==> src/rtl/npc_pkg.sv <==
package npc_pkg;
  localparam int unsigned ADDR_W  = 16;
  localparam int unsigned BYTE_W  = 8;
  localparam int unsigned PAGE_W  = 11;
  localparam int unsigned LEN_W   = 2;

  typedef enum logic [2:0] {
    BK_STEP      = 3'd0,
    BK_REL       = 3'd1,
    BK_PAGE_JMP  = 3'd2,
    BK_FAR_JMP   = 3'd3,
    BK_PAGE_CALL = 3'd4,
    BK_FAR_CALL  = 3'd5,
    BK_IDX_JMP   = 3'd6,
    BK_SPARE     = 3'd7
  } brk_e;

  typedef enum logic [1:0] {
    PS_IDLE = 2'd0,
    PS_LO   = 2'd1,
    PS_HI   = 2'd2
  } push_st_e;
endpackage

==> src/rtl/npc_target.sv <==
module npc_target
  import npc_pkg::*;
#(
  parameter int unsigned AW = ADDR_W,
  parameter int unsigned DW = BYTE_W,
  parameter int unsigned PW = PAGE_W,
  parameter int unsigned LW = LEN_W
) (
  input  brk_e            kind,
  input  logic            take,
  input  logic [LW-1:0]   len,
  input  logic [AW-1:0]   seq,
  input  logic [DW-1:0]   opc,
  input  logic [DW-1:0]   o1,
  input  logic [DW-1:0]   o2,
  input  logic [DW-1:0]   acc,
  input  logic [AW-1:0]   dptr,
  output logic [AW-1:0]   tgt,
  output logic            is_call
);
  localparam int unsigned OPF_W = PW - DW;
  localparam int unsigned EXT_W = AW - DW;
  localparam logic [LW-1:0] LEN_LONG = LW'(3);

  logic [DW-1:0] rel_byte;
  logic [AW-1:0] rel_ext;
  logic [AW-1:0] rel_tgt;
  logic [AW-1:0] page_tgt;
  logic [AW-1:0] far_tgt;
  logic [AW-1:0] idx_tgt;

  always_comb begin
    rel_byte = (len == LEN_LONG) ? o2 : o1;
    rel_ext  = {{EXT_W{rel_byte[DW-1]}}, rel_byte};
    rel_tgt  = seq + rel_ext;
    page_tgt = {seq[AW-1:PW], opc[DW-1 -: OPF_W], o1};
    far_tgt  = AW'({o1, o2});
    idx_tgt  = dptr + AW'(acc);
  end

  always_comb begin
    is_call = 1'b0;
    case (kind)
      BK_REL:       tgt = take ? rel_tgt : seq;
      BK_PAGE_JMP:  tgt = page_tgt;
      BK_PAGE_CALL: begin tgt = page_tgt; is_call = 1'b1; end
      BK_FAR_JMP:   tgt = far_tgt;
      BK_FAR_CALL:  begin tgt = far_tgt; is_call = 1'b1; end
      BK_IDX_JMP:   tgt = idx_tgt;
      default:      tgt = seq;
    endcase
  end
endmodule

==> src/rtl/npc_table.sv <==
module npc_table
  import npc_pkg::*;
#(
  parameter int unsigned AW = ADDR_W,
  parameter int unsigned DW = BYTE_W
) (
  input  logic            from_pc,
  input  logic [DW-1:0]   acc,
  input  logic [AW-1:0]   dptr,
  input  logic [AW-1:0]   seq,
  output logic [AW-1:0]   addr
);
  logic [AW-1:0] base;

  always_comb begin
    base = from_pc ? seq : dptr;
    addr = base + AW'(acc);
  end
endmodule

==> src/rtl/npc_push.sv <==
module npc_push
  import npc_pkg::*;
#(
  parameter int unsigned DW = BYTE_W
) (
  input  logic            clk,
  input  logic            rst_n,
  input  logic            en,
  input  logic            call,
  input  logic [DW-1:0]   ret_lo,
  input  logic [DW-1:0]   ret_hi,
  output logic            vld,
  output logic [DW-1:0]   byte_o
);
  push_st_e st_q, st_d;

  always_comb begin
    st_d = st_q;
    if (call) begin
      st_d = PS_LO;
    end else begin
      case (st_q)
        PS_LO:   st_d = PS_HI;
        PS_HI:   st_d = PS_IDLE;
        default: st_d = PS_IDLE;
      endcase
    end
  end

  always_ff @(posedge clk or negedge rst_n) begin
    if (!rst_n) begin
      st_q <= PS_IDLE;
    end else if (en) begin
      st_q <= st_d;
    end
  end

  always_comb begin
    vld    = (st_q == PS_LO) || (st_q == PS_HI);
    byte_o = (st_q == PS_HI) ? ret_hi : ret_lo;
  end

  assert_hi_follows_lo_R9: assert property (@(posedge clk) disable iff (!rst_n)
    (st_q == PS_HI) |-> ($past(st_q) == PS_LO));

  assert_no_third_byte_R9: assert property (@(posedge clk) disable iff (!rst_n)
    ((st_q == PS_HI) && !$past(call)) |=> !(st_q == PS_HI));
endmodule

==> src/rtl/npc_gen.sv <==
module npc_gen
  import npc_pkg::*;
#(
  parameter int unsigned AW = ADDR_W,
  parameter int unsigned DW = BYTE_W,
  parameter int unsigned PW = PAGE_W,
  parameter int unsigned LW = LEN_W
) (
  input  logic            clk,
  input  logic            rst_n,
  input  logic [AW-1:0]   cur_pc,
  input  logic [LW-1:0]   ins_len,
  input  logic [2:0]      br_kind,
  input  logic [DW-1:0]   opc,
  input  logic [DW-1:0]   opnd1,
  input  logic [DW-1:0]   opnd2,
  input  logic [DW-1:0]   acc,
  input  logic [AW-1:0]   dptr,
  input  logic            take,
  input  logic            tbl_from_pc,
  output logic [AW-1:0]   npc_q,
  output logic [AW-1:0]   tbl_addr_q,
  output logic [DW-1:0]   ret_lo_q,
  output logic [DW-1:0]   ret_hi_q,
  output logic            push_vld,
  output logic [DW-1:0]   push_byte
);
  brk_e          kind;
  logic [AW-1:0] seq_c;
  logic [AW-1:0] npc_c;
  logic [AW-1:0] tbl_c;
  logic          call_c;
  logic          rst_meta_q;
  logic          ld;

  // reset release synchroniser
  always_ff @(posedge clk or negedge rst_n) begin
    if (!rst_n) begin
      rst_meta_q <= 1'b0;
      ld         <= 1'b0;
    end else begin
      rst_meta_q <= 1'b1;
      ld         <= rst_meta_q;
    end
  end

  always_comb begin
    kind  = brk_e'(br_kind);
    seq_c = cur_pc + AW'(ins_len);
  end

  npc_target #(.AW(AW), .DW(DW), .PW(PW), .LW(LW)) u_tgt (
    .kind    (kind),
    .take    (take),
    .len     (ins_len),
    .seq     (seq_c),
    .opc     (opc),
    .o1      (opnd1),
    .o2      (opnd2),
    .acc     (acc),
    .dptr    (dptr),
    .tgt     (npc_c),
    .is_call (call_c)
  );

  npc_table #(.AW(AW), .DW(DW)) u_tbl (
    .from_pc (tbl_from_pc),
    .acc     (acc),
    .dptr    (dptr),
    .seq     (seq_c),
    .addr    (tbl_c)
  );

  always_ff @(posedge clk or negedge rst_n) begin
    if (!rst_n) begin
      npc_q      <= '0;
      tbl_addr_q <= '0;
    end else if (ld) begin
      npc_q      <= npc_c;
      tbl_addr_q <= tbl_c;
    end
  end

  always_ff @(posedge clk or negedge rst_n) begin
    if (!rst_n) begin
      ret_lo_q <= '0;
      ret_hi_q <= '0;
    end else if (ld && call_c) begin
      ret_lo_q <= seq_c[DW-1:0];
      ret_hi_q <= seq_c[AW-1:DW];
    end
  end

  npc_push #(.DW(DW)) u_push (
    .clk    (clk),
    .rst_n  (rst_n),
    .en     (ld),
    .call   (call_c),
    .ret_lo (ret_lo_q),
    .ret_hi (ret_hi_q),
    .vld    (push_vld),
    .byte_o (push_byte)
  );

  assert_step_R1: assert property (@(posedge clk) disable iff (!rst_n)
    $past(ld && (br_kind == 3'd0)) |-> (npc_q == $past(seq_c)));

  assert_page_keep_R3: assert property (@(posedge clk) disable iff (!rst_n)
    $past(ld && ((br_kind == 3'd2) || (br_kind == 3'd4))) |->
      ((npc_q[AW-1:PW] == $past(seq_c[AW-1:PW])) &&
       (npc_q[PW-1:DW] == $past(opc[DW-1 -: (PW-DW)]))));

  assert_ret_hold_R8: assert property (@(posedge clk) disable iff (!rst_n)
    $past(ld && (br_kind != 3'd4) && (br_kind != 3'd5)) |->
      ($stable(ret_lo_q) && $stable(ret_hi_q)));

  assert_first_byte_R9: assert property (@(posedge clk) disable iff (!rst_n)
    $past(ld && call_c) |-> (push_vld && (push_byte == ret_lo_q)));

  assert_tbl_dptr_R6: assert property (@(posedge clk) disable iff (!rst_n)
    $past(ld && !tbl_from_pc) |-> (tbl_addr_q == $past(dptr + AW'(acc))));
endmodule

==> config.mk <==
export PLATFORM = sky130hd
export DESIGN_NAME = npc_gen
export DESIGN_NICKNAME = d
export VERILOG_FILES = /design/src/rtl/npc_pkg.sv /design/src/rtl/npc_target.sv /design/src/rtl/npc_table.sv /design/src/rtl/npc_push.sv /design/src/rtl/npc_gen.sv
export SDC_FILE = /design/constraint.sdc
export NUM_CORES = 1
export LEC_CHECK = 0
export CORE_MARGIN = 3
export CORE_UTILIZATION = 49
export CTS_CLUSTER_DIAMETER = 80
export DETAILED_ROUTE_END_ITERATION = 8
export PLACE_DENSITY_LB_ADDON = 0.2
export SETUP_SLACK_MARGIN = 0.2
export SYNTH_ARGS = -nofsm -noshare
export SYNTH_HDL_FRONTEND = slang
export SYNTH_SLANG_ARGS = --single-unit
==> constraint.sdc <==
create_clock -name clk -period 2.2 [get_ports clk]
set_input_delay 0.33 -clock clk [delete_from_list [all_inputs] [get_ports clk]]
set_output_delay 0.33 -clock clk [all_outputs]
set_load 0.03 [all_outputs]
==> load_flow_metrics.sql <==
INSERT INTO impl_metrics (metric_group, metric, value, unit) VALUES
('timing', 'final-hold-violation-count', '0', ''),
('worst_setup_path', 'timing.critical_path.from_type', 'input pin', ''),
('cells_and_area', 'flow.area_growth_from_synthesis', '79.0', '%'),
('worst_setup_path', 'crit_path_frequent_cell', 'sky130_fd_sc_hd__buf_4', ''),
('floorplan', 'die_w', '107', 'microns'),
('timing', 'grt_setup_unrepaired', 'yes', ''),
('timing', 'worst_slack', '-1.24', 'ns'),
('floorplan', 'core_region_area', '9820', 'sq um'),
('clocking', 'tritoncts', 'yes', ''),
('worst_setup_path', 'nature_of_the_critical_path_endpoint', 'register', ''),
('routing', 'final_antenna_net_count', '0', ''),
('cells_and_area', 'core_occupancy_in_the_finished_layout', '0.906', ''),
('placed_design', 'placed_wire_length_estimate_after_detailed_placement', '15.9', 'mm'),
('timing', 'fin_skew', '0.0109', 'ns'),
('synth', 'synth-edff-count', '0', ''),
('worst_setup_path', 'timing.critical_path.required', '2.42', 'ns'),
('synth', 'netlist.area_leader.share', '0.262', ''),
('synth', 'synth.area.top_cells', 'sky130_fd_sc_hd__dfrtp_1 (26%), sky130_fd_sc_hd__ha_1 (8.8%), sky130_fd_sc_hd__mux2_2 (6.8%)', ''),
('global_route', 'grt_antenna_before_repair', '1', ''),
('timing', 'finalMaxSlewViolations', '0', ''),
('timing', 'worst_pin_slew', '0.625', 'ns'),
('worst_setup_path', 'critPathTopFamily', 'compound AO/OA/AOI/OAI gates', ''),
('synth', 'post_synth_instance_area', '4970', 'sq um'),
('clocking', 'clk_pin_slew_worst_paths', '0.11', 'ns'),
('synth', 'synth_top_family_by_area', 'compound AO/OA/AOI/OAI gates', ''),
('floorplan', 'initial_utilization', '0.506', ''),
('floorplan', 'std_cell_rows', '36', ''),
('cells_and_area', 'design.final.nets', '1012', ''),
('routing', 'routed_via_density', '6.53', ''),
('worst_setup_path', 'worst_setup_path_startpoint', 'ins_len[0]', ''),
('synth', 'ys_seq_elements', '52', ''),
('clocking', 'max-clock-path-buffers', '2', ''),
('floorplan', 'num_io_pins', '130', ''),
('placed_design', 'buffers_on_ports', '124', ''),
('clocking', 'cts_inserted_buffers', '5', ''),
('worst_setup_path', 'timing.critical_path.arrival', '3.66', 'ns'),
('clocking', 'clock_tree.root_cell', 'sky130_fd_sc_hd__clkbuf_8', ''),
('global_route', 'global_route.usage.total', '0.404', ''),
('placed_design', 'globalplace.congestion', '0.928', ''),
('routing', 'routed-via-count', '6747', ''),
('floorplan', 'design.die.area', '11400', 'sq um'),
('worst_setup_path', 'slowest_delay', '0.41', 'ns'),
('power', 'worst_ir_drop_vdd', '0.544', 'mV'),
('cells_and_area', 'antennaDiodeCount', '0', ''),
('routing', 'route.detailed.drc', '0', ''),
('synth', 'yosys.area_share.xor_xnor', '0.108', ''),
('timing', 'fin_crit_sh', '1.57', ''),
('synth', 'synth.distinct_cells', '66', ''),
('timing', 'number_of_setup_violations_in_the_final_report', '27', ''),
('synth', 'leading_area_contributor_after_synthesis', 'sky130_fd_sc_hd__dfrtp_1', ''),
('synth', 'netlist_instances', '581', ''),
('clocking', 'cts_hold_repair.buffers', '0', ''),
('routing', 'drt_pass1_iterations', '7', ''),
('timing', 'final.min_clock_period', '3.44', 'ns'),
('worst_setup_path', 'crit_chain', 'buf_8, ha_4, fa_2, nand3_2, xor2_2, buf_4, buf_4, a21oi_1, ha_1, buf_4, o21ai_2, o21bai_1, a21oi_1, xnor2_1, mux2_2', ''),
('timing', 'fin_tns_setup', '-21.94', 'ns'),
('worst_setup_path', 'critical-path-slowest-cell', 'sky130_fd_sc_hd__fa_2', ''),
('outcome', 'failed_checks', 'negative setup slack', ''),
('timing', 'max_freq', '0.290', 'GHz'),
('synth', 'yosys_most_used_dff', 'sky130_fd_sc_hd__dfrtp_1', ''),
('worst_setup_path', 'start_of_the_worst_register_to_register_path', 'ld$_DFF_PN0_', ''),
('routing', 'drt-initial-drc-count', '735', ''),
('flow_run', 'maxCapViolations', '0', ''),
('global_route', 'first_global_vias', '6565', ''),
('outcome', 'run_status', 'finished, violations left', ''),
('routing', 'routed_wire_length_per_instance', '26.5', 'microns'),
('power', 'power.leakage', '3.96', 'nW'),
('synth', 'seq_area_frac_synth', '0.262', ''),
('clocking', 'htree_levels', '2', ''),
('worst_setup_path', 'timing.setup.critical_path_class', 'in -> reg', ''),
('clocking', 'source_to_sink_clock_delay_at_the_later_pin_of_the_worst_skew_pair', '0.33', 'ns');
## area by class of cell
cell class / count / area (sq um)
multi-input cells: 479 / 4310
fillers: 411 / 922
flip-flops and latches: 52 / 1300
clock buffers: 5 / 68.8
inverters: 24 / 90.1
clock inverters: 3 / 42.5
well taps: 133 / 166
repair buffers: 338 / 2920
## where the power goes
group / switching, W / internal [W] / leakage (nW)
clock: 0.000372 / 0.000338 / 0.0541
combinational: 0.00172 / 0.00154 / 3.30
sequential: 0.000152 / 0.00112 / 0.612
total: 0.00224 / 0.00300 / 3.96
## per-layer routing
| metal | vias to the layer above | wire length (microns) | global-route usage |
|---|---|---|---|
| met5 | - | 0 | 0 |
| met4 | 0 | 2540 | 0.221 |
| li1 | 2747 | - | - |
| met2 | 590 | 12500 | 0.686 |
| met3 | 229 | 3030 | 0.0789 |
| met1 | 3181 | 9270 | 0.480 |
## cells in the final DEF (no fill, tap or decap), types with 18 or more instances in the layout
| master | count |
|---|---|
| sky130_fd_sc_hd__a21oi_1 | 30 |
| sky130_fd_sc_hd__a21oi_2 | 18 |
| sky130_fd_sc_hd__buf_4 | 193 |
| sky130_fd_sc_hd__buf_6 | 22 |
| sky130_fd_sc_hd__clkdlybuf4s50_1 | 97 |
| sky130_fd_sc_hd__dfrtp_1 | 51 |
| sky130_fd_sc_hd__ha_1 | 20 |
| sky130_fd_sc_hd__inv_1 | 19 |
| sky130_fd_sc_hd__mux2_2 | 23 |
| sky130_fd_sc_hd__nand2_1 | 43 |
| sky130_fd_sc_hd__nor2_1 | 52 |
| sky130_fd_sc_hd__o21ai_0 | 22 |
| sky130_fd_sc_hd__xnor2_1 | 20 |
## final timing paths
path | to | cells past startpoint | slack, ns
min in group clk | ld$_DFF_PN0_ | 0 | 0.36
setup reg to reg | tbl_addr_q[10]$_DFFE_PN0P_ | 3 | 0.51
hold reg to reg | ld$_DFF_PN0_ | 0 | 0.36
max in group asynchronous | tbl_addr_q[7]$_DFFE_PN0P_ | 2 | 1.60
setup / recovery | tbl_addr_q[7]$_DFFE_PN0P_ | 15 | -1.24
hold / removal | ret_hi_q[2]$_DFFE_PN0P_ | 1 | 0.008
## stage by stage
stage / cell area (sq um) / cells / setup WS, ns / hold slack, ns / power, W
after global routing: 8900 / 1034 / -1.29 / 0.0460 / 0.00539
after CTS: 8420 / 1017 / -0.850 / 0.0136 / 0.00476
final: 8900 / 1034 / -1.24 / 0.00771 / 0.00524
after global placement: 7790 / 980 / -1.47 / 0.335 / 0.00375
after detailed placement: 7790 / 980 / -1.58 / 0.337 / 0.00384
after floorplan: 5170 / 581 / -0.898 / 0.0344 / 0.00262
## sequential cells by signal, indices dropped and copies added (netlist names)
name         cells
ret_lo_q         8
ld               1
rst_meta_q       1
npc_q           16
u_push.st_q      2
ret_hi_q         8
tbl_addr_q      16
## cell families (layout without fill, tap and decap cells)
group | count (synthesis) | after routing
AO/OA/AOI/OAI | 160 | 160
XOR/XNOR | 54 | 54
adder cells (fa/ha/maj) | 41 | 41
buffers and inverters | 50 | 370
flip-flops | 52 | 52
multiplexers | 45 | 45
other | 1 | 1
AND/OR/NAND/NOR | 178 | 178
## timing repair
action,CTS,global route
buffers inserted,29,17
gates resized for setup,146,78
pin swaps,58,50
endpoints found under the setup margin,46,42
No activity file was read; power rests on OpenSTA's default activity.
